`src/rtl/pwcmd_pkg.sv`:
```
package pwcmd_pkg;

    // Pulse-length class, judged on the count reached before the line fell.
    typedef enum logic [1:0] {
        PW_NONE  = 2'd0,
        PW_SHIFT = 2'd1,
        PW_LOAD  = 2'd2
    } pw_class_e;

    function automatic pw_class_e pw_classify(input int len, input int short_cyc,
                                              input int long_cyc);
        if (len >= long_cyc)       return PW_LOAD;
        else if (len >= short_cyc) return PW_SHIFT;
        else                       return PW_NONE;
    endfunction

endpackage

```
`src/rtl/pwcmd_sync.sv`:
```
module pwcmd_sync #(
    parameter int STAGES = 2
) (
    input  logic clk,
    input  logic rst_n,
    input  logic d_i,
    output logic q_o
);
    typedef struct packed {
        logic [STAGES-1:0] ff;
    } sync_st_t;

    sync_st_t st_d, st_q;

    always_comb begin
        st_d    = st_q;
        st_d.ff = {st_q.ff[STAGES-2:0], d_i};
    end

    always_ff @(posedge clk or negedge rst_n) begin
        if (!rst_n) st_q <= '0;
        else        st_q <= st_d;
    end

    assign q_o = st_q.ff[STAGES-1];
endmodule

```
`src/rtl/pwcmd_timer.sv`:
```
module pwcmd_timer
    import pwcmd_pkg::*;
#(
    parameter int SHORT_CYC = 3000,
    parameter int LONG_CYC  = 20000
) (
    input  logic clk,
    input  logic rst_n,
    input  logic line_s_i,
    output logic load_act_o,
    output logic shift_o
);
    localparam int CW = $clog2(LONG_CYC + 1);
    localparam logic [CW-1:0] CNT_SAT = CW'(LONG_CYC);

    typedef struct packed {
        logic [CW-1:0] cnt;
        logic          shift;
    } tmr_st_t;

    tmr_st_t   st_d, st_q;
    pw_class_e cls;

    always_comb begin
        st_d = st_q;
        cls  = pw_classify(int'(st_q.cnt), SHORT_CYC, LONG_CYC);
        // Count high cycles, saturate at the long threshold, clear on any low.
        if (line_s_i) begin
            if (st_q.cnt != CNT_SAT) st_d.cnt = st_q.cnt + 1'b1;
        end else begin
            st_d.cnt = '0;
        end
        // Falling edge: the line is low now and the count is not yet cleared.
        st_d.shift = !line_s_i && (cls == PW_SHIFT);
    end

    always_ff @(posedge clk or negedge rst_n) begin
        if (!rst_n) st_q <= '0;
        else        st_q <= st_d;
    end

    assign load_act_o = (st_q.cnt == CNT_SAT);
    assign shift_o    = st_q.shift;
endmodule

```
`src/rtl/pwcmd_shreg.sv`:
```
module pwcmd_shreg #(
    parameter int WIDTH = 8
) (
    input  logic             clk,
    input  logic             rst_n,
    input  logic             load_i,
    input  logic             shift_i,
    input  logic [WIDTH-1:0] par_i,
    input  logic             ser_i,
    output logic             ser_o
);
    typedef struct packed {
        logic [WIDTH-1:0] sr;
    } sr_st_t;

    sr_st_t st_d, st_q;

    always_comb begin
        st_d = st_q;
        if (load_i) begin
            st_d.sr = par_i;               // load wins; shifting inhibited
        end else if (shift_i) begin
            st_d.sr = {st_q.sr[WIDTH-2:0], ser_i};
        end
    end

    always_ff @(posedge clk or negedge rst_n) begin
        if (!rst_n) st_q <= '0;
        else        st_q <= st_d;
    end

    assign ser_o = st_q.sr[WIDTH-1];
endmodule

```
`src/rtl/pwcmd_rx.sv`:
```
module pwcmd_rx #(
    parameter int WIDTH     = 8,
    parameter int SHORT_CYC = 3000,
    parameter int LONG_CYC  = 20000,
    parameter int SYNC_STG  = 2
) (
    input  logic             clk,
    input  logic             rst_n,
    input  logic             line_i,
    input  logic [WIDTH-1:0] par_i,
    input  logic             ser_i,
    output logic             ser_o,
    output logic             load_n_o,
    output logic             shift_o
);
    logic line_s;
    logic load_act;
    logic shift_stb;

    pwcmd_sync #(.STAGES(SYNC_STG)) u_sync (
        .clk   (clk),
        .rst_n (rst_n),
        .d_i   (line_i),
        .q_o   (line_s)
    );

    pwcmd_timer #(.SHORT_CYC(SHORT_CYC), .LONG_CYC(LONG_CYC)) u_timer (
        .clk        (clk),
        .rst_n      (rst_n),
        .line_s_i   (line_s),
        .load_act_o (load_act),
        .shift_o    (shift_stb)
    );

    // The register advances on the clock edge that ends the shift strobe.
    pwcmd_shreg #(.WIDTH(WIDTH)) u_shreg (
        .clk     (clk),
        .rst_n   (rst_n),
        .load_i  (load_act),
        .shift_i (shift_stb),
        .par_i   (par_i),
        .ser_i   (ser_i),
        .ser_o   (ser_o)
    );

    assign load_n_o = ~load_act;
    assign shift_o  = shift_stb;
endmodule

```
`config.mk`:
```
export PLATFORM = sky130hd
export DESIGN_NAME = pwcmd_rx
export DESIGN_NICKNAME = d
export VERILOG_FILES = /design/src/rtl/pwcmd_pkg.sv /design/src/rtl/pwcmd_sync.sv /design/src/rtl/pwcmd_timer.sv /design/src/rtl/pwcmd_shreg.sv /design/src/rtl/pwcmd_rx.sv
export SDC_FILE = /design/constraint.sdc
export NUM_CORES = 1
export LEC_CHECK = 0
export CAP_MARGIN = 20
export CORE_MARGIN = 8
export CORE_UTILIZATION = 52
export CTS_BUF_LIST = sky130_fd_sc_hd__clkbuf_4
export CTS_CLUSTER_SIZE = 20
export DETAILED_ROUTE_END_ITERATION = 16
export GPL_TIMING_DRIVEN = 0
export PLACE_DENSITY = 0.82
export SYNTH_ARGS = -nofsm -noshare
export SYNTH_HDL_FRONTEND = slang
export SYNTH_SLANG_ARGS = --single-unit
```
`constraint.sdc`:
```
create_clock -name clk -period 1.85 [get_ports clk]
set_input_delay 0.37 -clock clk [delete_from_list [all_inputs] [get_ports clk]]
set_output_delay 0.37 -clock clk [all_outputs]
set_load 0.05 [all_outputs]
```
# Yosys cells after proc, flatten, opt, wreduce, memory -nomap -nowiden
# Cells that the tools add are included.
[word_totals]
ff_bits = 26
in_bits = 12
output_inout_bits = 3
word_cells = 21
[classes]
addsub = 1
order_cmp = 2
n_eq_ne = 4
n_mux = 6
bitwise_logic = 1
reduce_logical = 3
[ops]
columns = ["cell", "n"]
rows = [
  ["$mux 15", 2],
  ["$mux 8", 2],
  ["$add 15x1->15 const B", 1],
  ["$eq 15x15->1 const B", 1],
  ["$ge 15x12->1 const B", 1],
  ["$ge 15x15->1 const B", 1],
  ["$ne 15x15->1 const B", 1],
  ["$eq 2x1->1 const B", 1],
  ["$mux 2", 1],
  ["$ne 2x1->1 const B", 1],
  ["$reduce_bool 2->1", 1],
  ["$logic_and 1x1->1", 1],
  ["$logic_not 1->1", 1],
  ["$mux 1", 1],
  ["$not 1->1", 1],
]

# Logic depth before layout (Yosys ltp)
# Gate-level depths: netlist (run 1).
[depth]
ltp_word = 5
depth_mapped = 6
ltp_nobuf = 5

# By module
# A second synthesis (run 1) with hierarchy kept.
[unflattened]
hier_cells = 132
area_unflattened_um2 = 1337.5
[modules_own_cells]
columns = ["module", "n_inst", "cells_each", "area_each_um2", "seq_area_each_um2"]
rows = [
  ["pwcmd_timer", 1, 95, 910.9, 400.4],
  ["pwcmd_shreg", 1, 34, 372.9, 200.2],
  ["pwcmd_sync", 1, 2, 50.0, 50.0],
  ["pwcmd_rx", 1, 1, 3.8, 0.0],
]

# Worst setup path before layout (run 1)
# OpenSTA, ideal clock, no wires.
[synth_timing]
kind = "register -> register"
from = "register u_timer.st_q[4] (netlist name)"
to = "register u_shreg.st_q[0] (netlist name)"
setup_time_ps = 125
arrival_time_ps = 1966
slack_ps = -241
path_stages_with_launch = 6
period_less_slack_ps = 2091
cell_sequence = "dfrtp_1 -> buf_2 -> or4_1 -> or4_4 -> buf_6 -> mux2_4"
[synth_between]
elab_chain_cells = 2
word_cells_on_any_way = 3
cone_classes = "1 x eq/ne; 1 x mux; 1 x reduce/logical"
[synth_lines]
columns = ["item", "line", "rtl"]
rows = [
  ["from (decl)", "pwcmd_timer.sv:21", "tmr_st_t st_d, st_q;"],
  ["from (signal assigned)", "pwcmd_timer.sv:39", "else st_q <= st_d;"],
  ["$eq 15x15->1 *", "pwcmd_timer.sv:42", "assign load_act_o = (st_q.cnt == CNT_SAT);"],
  ["$mux 8 or $reduce_bool 2->1 (tied branches)", "-", ""],
  ["to (signal assigned)", "pwcmd_shreg.sv:29", "else st_q <= st_d;"],
  ["to (decl)", "pwcmd_shreg.sv:16", "sr_st_t st_d, st_q;"],
]
# Every way passes the cells marked *; elsewhere a longest branch is shown, timed or not.
# A chain may end at the register's enable or synchronous reset.

# Worst setup path in the final report (run 1)
[layout_timing]
from = "register u_timer.st_q[8] (netlist name)"
to = "output load_n_o"
[layout_between]
elab_chain_cells = 2
[layout_lines]
columns = ["item", "line", "rtl"]
rows = [
  ["$eq 15x15->1", "pwcmd_timer.sv:42", ""],
  ["$not 1->1", "pwcmd_rx.sv:46", "assign load_n_o = ~load_act;"],
  ["to (decl)", "pwcmd_rx.sv:13", "output logic load_n_o,"],
]
# No other way between the ends.

==> impl_results.md, run 1 <==
* Setup CP Type: reg -> out
* Gpl congestion at 0.8750
* P_leak at 0.7490 nW
* Setup_tns at -3.996 ns
* Period utilisation layout at 128.2%
* Antenna diode count at 0
* Largest net degree at the start of global routing at 16
* Layout area overhead at 27.36%
* Hold path cells at 0
* Fin Hold WS at 0.3700 ns
* Core Box Area at 2477 sq um
* DRC viols at 0
* Worst Path Required at 1.48 ns
* Row count at 18
* Final hold viol count at 0
* Full die area at 4527 sq um
* Final WL at 3171 um
* DR vias at 1127
* Failing checks: setup timing
* Post-Syn Instances at 126
* GRT overflow at 0
* Count of final setup violators at 12
* Worst min path class: reg -> reg
* Die width at 67.28 um
* Initial Util at 55.20%
* Post-Route Skew at 0.01380 ns
* TritonCTS clock tree: done
* Post-Layout Cell Count at 184
* FILL cells at 178
* Synth Net Count at 140
* RR Startpoint: u_timer.st_q[8]
* DP HPWL at 2076 um
* GR Util All Layers at 15.24%
* Clock root buffer: clkbuf_4
* # nets final at 169
* Hold endpoint: u_sync.st_q[1]
* Reg clk slew, reported paths at 0.15 ns
* F_max at 421.6 MHz
* Reg-to-reg endpoint: u_shreg.st_q[1]
* Worst skew pair latency at 0.33 ns
* Worst Path Arrival at 2.00 ns
* Unique masters post-synth at 30
* Mapped Area at 1368 sq um
* Cell taking the most area after synthesis: dfrtp_1
* DRT antenna net count at 0
* Max IR drop VDD at 0.7476 mV
* H-tree levels at 1
* Slew @ Worst Pin at 0.5941 ns
* 1st-pass router iterations at 4
* Fin crit period at 2.372 ns
* Cts bufs inserted at 3
* Top cell type's share of synthesized area at 47.58%
* Worst Path Max Fanout at 4
* Hold Crit Start: u_sync.st_q[0]
* Slew HR at 60.27%
* PnR worst setup slack at -0.5220 ns
* Max cap viols at 0
* First-pass GRT wire length at 5368 um
* Vias in the first global route at 1160
* Io pins at 15
* Initial DRC count at 123
* Yosys warnings at 0
* Mean routed wirelength per cell at 17.23 um
* Startpoint types: flop
* Cells after DPL at 171
* Setup repair after global routing missed its margin: yes
* Synth area leaders: dfrtp_1 48%, mux2_2 8.2%, mux2_4 6.6%
* Mean area per synthesized cell at 10.85 sq um
* Final Max Tran Viols at 0
* Vias/cell at 6.125
* Die Y at 67.28 um
* Synthesized flop and latch total at 26
* Share of cells above drive strength 1 at 27.27%
* Seq/Total Area, Yosys at 47.58%
* Worst r2r path cells at 7
* Status: complete, but fails checks
* Num Clock Sinks at 26
* R2R Setup Slk at -0.36 ns
* I/O Buffers at 14
* Critical Path End Type: output port
* Pwr/cell area at 618.8 nW/um^2
* Clk buf depth at 2
* Initial antenna violation count at 0
==> area by class of cell <==
type,count,area [sq um],area share [%]
Buffer,3,27.53,1.580
Tap cell,30,37.54,2.155
Clock inverter,1,30.03,1.724
Timing Repair Buffer,27,276.5,15.88
Multi-Input combinational cell,90,676.9,38.86
Clock buffer,3,22.52,1.293
Sequential cell,26,655.6,37.64
Inverter,4,15.01,0.8621
==> worst max-delay path by stage <==
stage,start,to,depth (start not counted)
final,u_timer.st_q[8],load_n_o,4
after global routing,u_timer.st_q[8],load_n_o,4
after CTS,u_timer.st_q[14],load_n_o,4
after detailed placement,u_timer.st_q[7],load_n_o,5
after global placement,u_timer.st_q[7],load_n_o,5
after floorplan,u_timer.st_q[4],u_shreg.st_q[0],5
==> logic make-up (layout without fill, tap and decap cells) <==
| kind of cell | Yosys count | in the layout | synth area share [%] |
|---|---|---|---|
| AO/OA/AOI/OAI | 18 | 18 | 8.326 |
| AND/OR/NAND/NOR | 46 | 46 | 18.39 |
| multiplexers | 22 | 22 | 19.21 |
| flip-flops | 26 | 26 | 47.58 |
| XOR/XNOR | 2 | 2 | 1.281 |
| buffers and inverters | 10 | 38 | 3.384 |
| adder cells (fa/ha/maj) | 2 | 2 | 1.830 |
==> through the flow <==
stage          util, %  worst slack, ns  area (sq um)  power, mW
3_5_place_dp     63.59          -0.8237          1575     0.7013
5_1_grt          70.30          -0.5820          1742      1.126
6_report         70.30          -0.5220          1742      1.078
2_1_floorplan        -          -0.1290          1383     0.6490
4_1_cts          68.33          -0.5931          1693      1.083
3_3_place_gp     62.98          -0.8188          1560     0.6914
==> cell usage after synthesis <==
| cell type | n |
|---|---|
| or4_1 | 3 |
| o31ai_1 | 2 |
| nor4_1 | 5 |
| o211ai_1 | 1 |
| nand3b_1 | 1 |
| mux2i_1 | 6 |
| ha_1 | 2 |
| buf_2 | 1 |
| or4b_2 | 1 |
| o41ai_1 | 1 |
| nand2_1 | 14 |
| nand3_1 | 6 |
| buf_6 | 1 |
| o2bb2ai_1 | 1 |
| nor2_1 | 3 |
| a21oi_1 | 6 |
| mux2_2 | 10 |
| nand4_1 | 3 |
| mux2_4 | 6 |
| o21ai_0 | 4 |
| nand2b_1 | 5 |
| or3_1 | 4 |
| a31oi_1 | 1 |
| or4_4 | 1 |
| a2111oi_0 | 1 |
| xor2_1 | 2 |
| dfrtp_1 | 26 |
| o311ai_0 | 1 |
| inv_1 | 4 |
| clkbuf_1 | 4 |
==> registers in the layout, summed over array words and instances, names as in the netlist <==
| signal | count |
|---|---|
| u_timer.shift_o | 1 |
| u_timer.st_q | 15 |
| u_sync.st_q | 2 |
| u_shreg.st_q | 8 |
==> per-layer routing <==
| layer | share of wire, % | routed length [um] | track usage (%) |
|---|---|---|---|
| met1 | 43 | 1348 | 18.06 |
| met2 | 51 | 1603 | 26.40 |
| met3 | 5.0 | 157 | 3.974 |
| met4 | 1.9 | 61 | 4.700 |
| met5 | 0 | 0 | 0 |
==> worst max-delay path, stage by stage, from the launching register on <==
cell	delay, ns
dfrtp_2	0.46
or3_1	0.37
or4_4	0.55
buf_12	0.15
buf_12	0.14
==> repair_timing <==
action                                  in CTS  in global routing
setup buffers                                8                  4
hold buffers                                 0                  0
endpoints found under the setup margin      14                 13
resized for setup                           15                  7
pin swaps                                    1                  2
==> cells in the final DEF (no fill, tap or decap), types with 5 or more instances in the layout <==
master	synthesis	final
a21oi_1	6	6
buf_4	0	8
clkdlybuf4s50_1	0	11
dfrtp_1	26	22
mux2_2	10	10
mux2_4	6	6
mux2i_1	6	6
nand2_1	14	14
nand2b_1	5	5
nand3_1	6	6
==> power by group <==
part | switching [mW] | internal (mW) | total (mW)
clock network | 0.170 | 0.219 | 0.389
logic | 0.0400 | 0.0505 | 0.0905
registers | 0.0135 | 0.585 | 0.598
total | 0.223 | 0.854 | 1.08
No activity file was read; power rests on OpenSTA's default activity.
==> inputs of run 2 (changes only) <==
- CELL_PAD_IN_SITES_DETAIL_PLACEMENT: default -> 0
- CELL_PAD_IN_SITES_GLOBAL_PLACEMENT: default -> 1
- CORE_MARGIN: 8 -> 4
- CORE_UTILIZATION: 52 -> 41
- GPL_TIMING_DRIVEN: 0 -> default
==> run 2 against run 1 <==
Effect of this change:
- the run still ends with setup timing left
- fmax grew 5.7%
- combinational power up 10%
- design area is 2.2% higher
- utilization is 13 points lower
- sequential share of layout area fell by 1.1 points
- non-clock buffer count increased by 8
- register-to-register slack improved by 0.03 ns
==> impl_results.md, run 2 (synthesis results as in run 1) <==
* Biggest register: u_timer.st_q (unchanged)
* P_leak at 0.7862 nW (was 0.7490 nW)
* I/O Buffers at 14 (unchanged)
* Fin crit period at 2.245 ns (was 2.372 ns)
* Most frequent cells in the layout: 26 x dfrtp_1, 24 x buf_4, 14 x nand2_1 (was 22 x dfrtp_1, 14 x nand2_1, 11 x clkdlybuf4s50_1)
* CP peak stage delay at 0.51 ns (was 0.55 ns)
* Num Clock Sinks at 26 (unchanged)
* Worst Path Required at 1.48 ns (about the same)
* GRT overflow at 0 (unchanged)
* Worst r2r path cells at 6 (was 7)
* Reg clk slew, reported paths at 0.15 ns (about the same)
* Core Box Area at 3128 sq um (was 2477 sq um)
* CP Cell Sequence: or4_1 > or4_4 > buf_8 (was or3_1 > or4_4 > buf_12 > buf_12)
* DRC viols at 0 (unchanged)
* RR Startpoint: u_timer.st_q[14] (was u_timer.st_q[8])
* Setup CP Type: reg -> out (unchanged)
* Worst min path class: in -> async (was reg -> reg)
* PnR worst setup slack at -0.3950 ns (was -0.5220 ns)
* Vias in the first global route at 1104 (was 1160)
* Io pins at 15 (unchanged)
* Clk buf depth at 2 (unchanged)
* Total power at 1.093 mW (was 1.078 mW)
* Clk network pwr share at 36.4% (was 36.1%)
* Levels on crit path at 3 (was 4)
* R2R Setup Slk at -0.33 ns (was -0.36 ns)
* Sequential power share at 54.5% (was 55.5%)
* Initial DRC count at 37 (was 123)
* GR Util All Layers at 14.93% (was 15.24%)
* Mean routed wirelength per cell at 14.56 um (was 17.23 um)
* CP startpoint: u_timer.st_q[14] (was u_timer.st_q[8])
* Count of final setup violators at 12 (unchanged)
* Initial Util at 43.72% (was 55.20%)
* Row count at 20 (was 18)
* Most common cell after layout, fill and taps aside: dfrtp_1 (unchanged)
* TritonCTS clock tree: done (unchanged)
* Slew HR at 69.85% (was 60.27%)
* Worst Path Arrival at 1.88 ns (was 2.00 ns)
* Gpl congestion at 0.8041 (was 0.8750)
* P_sw at 0.2322 mW (was 0.2234 mW)
* Hold_buf cts at 0 (unchanged)
* Vias/cell at 5.422 (was 6.125)
* Sw Share at 21.26% (was 20.73%)
* DR vias at 1117 (was 1127)
* Worst Path Buf+Inv at 1 (was 2)
* Final hold viol count at 0 (unchanged)
* Critical Path End Type: output port (unchanged)
* # nets final at 177 (was 169)
* Largest net degree at the start of global routing at 27 (was 16)
* Initial antenna violation count at 0 (unchanged)
* Final Max Tran Viols at 0 (unchanged)
* DRT antenna net count at 0 (unchanged)
* Max reg flops at 15 (unchanged)
* Clock root buffer: clkbuf_4 (unchanged)
* Failing checks: setup timing (unchanged)
* Antenna diode count at 0 (unchanged)
* Max IR drop VDD at 0.4281 mV (was 0.7476 mV)
* Die Y at 65.76 um (was 67.28 um)
* Worst skew pair latency at 0.34 ns (was 0.33 ns)
* Die width at 65.76 um (was 67.28 um)
* Share of cells above drive strength 1 at 30.25% (was 27.27%)
* CP top delay family: simple AND/OR/NAND/NOR gates (unchanged)
* H-tree levels at 1 (unchanged)
* Status: complete, but fails checks (unchanged)
* Final WL at 3000 um (was 3171 um)
* Logic pwr share at 9.1% (was 8.4%)
* Cts bufs inserted at 3 (unchanged)
* Worst Path Max Fanout at 2 (was 4)
* Setup repair after global routing missed its margin: yes (unchanged)
* Pwr/cell area at 613.7 nW/um^2 (was 618.8 nW/um^2)
* Critical Path End: load_n_o (unchanged)
* First-pass GRT wire length at 5016 um (was 5368 um)
* Pint at 0.8604 mW (was 0.8542 mW)
* Largest registers: u_timer.st_q: 15 flops, u_shreg.st_q: 8 flops, u_sync.st_q: 2 flops (unchanged)
* Layout area overhead at 30.19% (was 27.36%)
* Period utilisation layout at 121.4% (was 128.2%)
* Max cap viols at 0 (unchanged)
* Slew @ Worst Pin at 0.4409 ns (was 0.5941 ns)
* Post-Route Skew at 0.01544 ns (was 0.01380 ns)
* Worst path slowest cell: or4_1 (was or4_4)
* Startpoint types: flop (unchanged)
* DP HPWL at 2137 um (was 2076 um)
* Reg-to-reg endpoint: u_shreg.st_q[0] (was u_shreg.st_q[1])
* F_max at 445.4 MHz (was 421.6 MHz)
* 1st-pass router iterations at 4 (unchanged)
* Full die area at 4324 sq um (was 4527 sq um)
* Post-layout util at 56.92% (was 70.30%)
==> run 2: cell count changes in the layout (fill, tap and decap cells not counted), sizes merged <==
cell         previous run  this run
clkbuf                  5         3
buf                    15        27
dlygate4sd2             2         0
==> run 2: final cells by class <==
type / instances / area [sq um]
timing repair buffer: 38 / 336.6
inverter: 4 / 15.01
multi-input combinational: 90 / 670.6
sequential: 26 / 650.6
clock inverter: 1 / 30.03
fill: 284 / 1348
tap: 44 / 55.05
clock buffer: 3 / 22.52
==> run 2: worst reg2reg max path, delay by kind of cell (launching register included) <==
kind	cells	cell delay, ns
buffers and inverters	3	0.44
flip-flops	1	0.41
multiplexers	1	0.29
AND/OR/NAND/NOR	2	0.96
==> run 2: worst min-delay path by stage <==
| stage | startpoint | end |
|---|---|---|
| floorplan | rst_n | u_shreg.st_q[0] |
| global placement | u_sync.st_q[0] | u_sync.st_q[1] |
| detailed placement | u_sync.st_q[0] | u_sync.st_q[1] |
| CTS | u_sync.st_q[0] | u_sync.st_q[1] |
| global route | u_sync.st_q[0] | u_sync.st_q[1] |
| finish | rst_n | u_shreg.st_q[7] |
==> run 2: what timing repair did <==
action | 4_1_cts | 5_1_grt
resized for setup | 2 | 2
setup buffers | 3 | 3
cloned | 0 | 0
setup endpoints to repair | 10 | 15
endpoints found under the hold margin | 0 | 0
pin swaps | 1 | 2
==> run 2: through the flow <==
step	instance area, sq um	setup slack [ns]	setup TNS (ns)	cells	hold WS, ns
floorplan	1383	-0.1290	-0.8571	126	0.07441
global placement	1679	-0.1165	-0.3800	197	0.3390
detailed placement	1679	-0.1413	-0.4993	197	0.3387
CTS	1762	-0.4966	-3.927	204	0.3698
global route	1780	-0.4545	-3.552	206	0.3788
finish	1780	-0.3950	-2.809	206	0.3668
==> run 2: power by group through the flow <==
stage	combinational (mW)	clock (mW)	sequential [mW]
detailed placement	0.101	0	0.606
floorplan	0.0402	0	0.609
CTS	0.102	0.402	0.595
finish	0.0999	0.398	0.595
global placement	0.0973	0	0.604
global route	0.111	0.426	0.597
==> run 2: metal layers <==
metal  vias to the layer above  GRT usage, %  routed length [um]
met2                        25         24.91                1556
li1                        533             -                   -
met5                         -             0                   0
met3                         5         2.735                 132
met1                       554         19.59                1272
met4                         0         4.404                  38
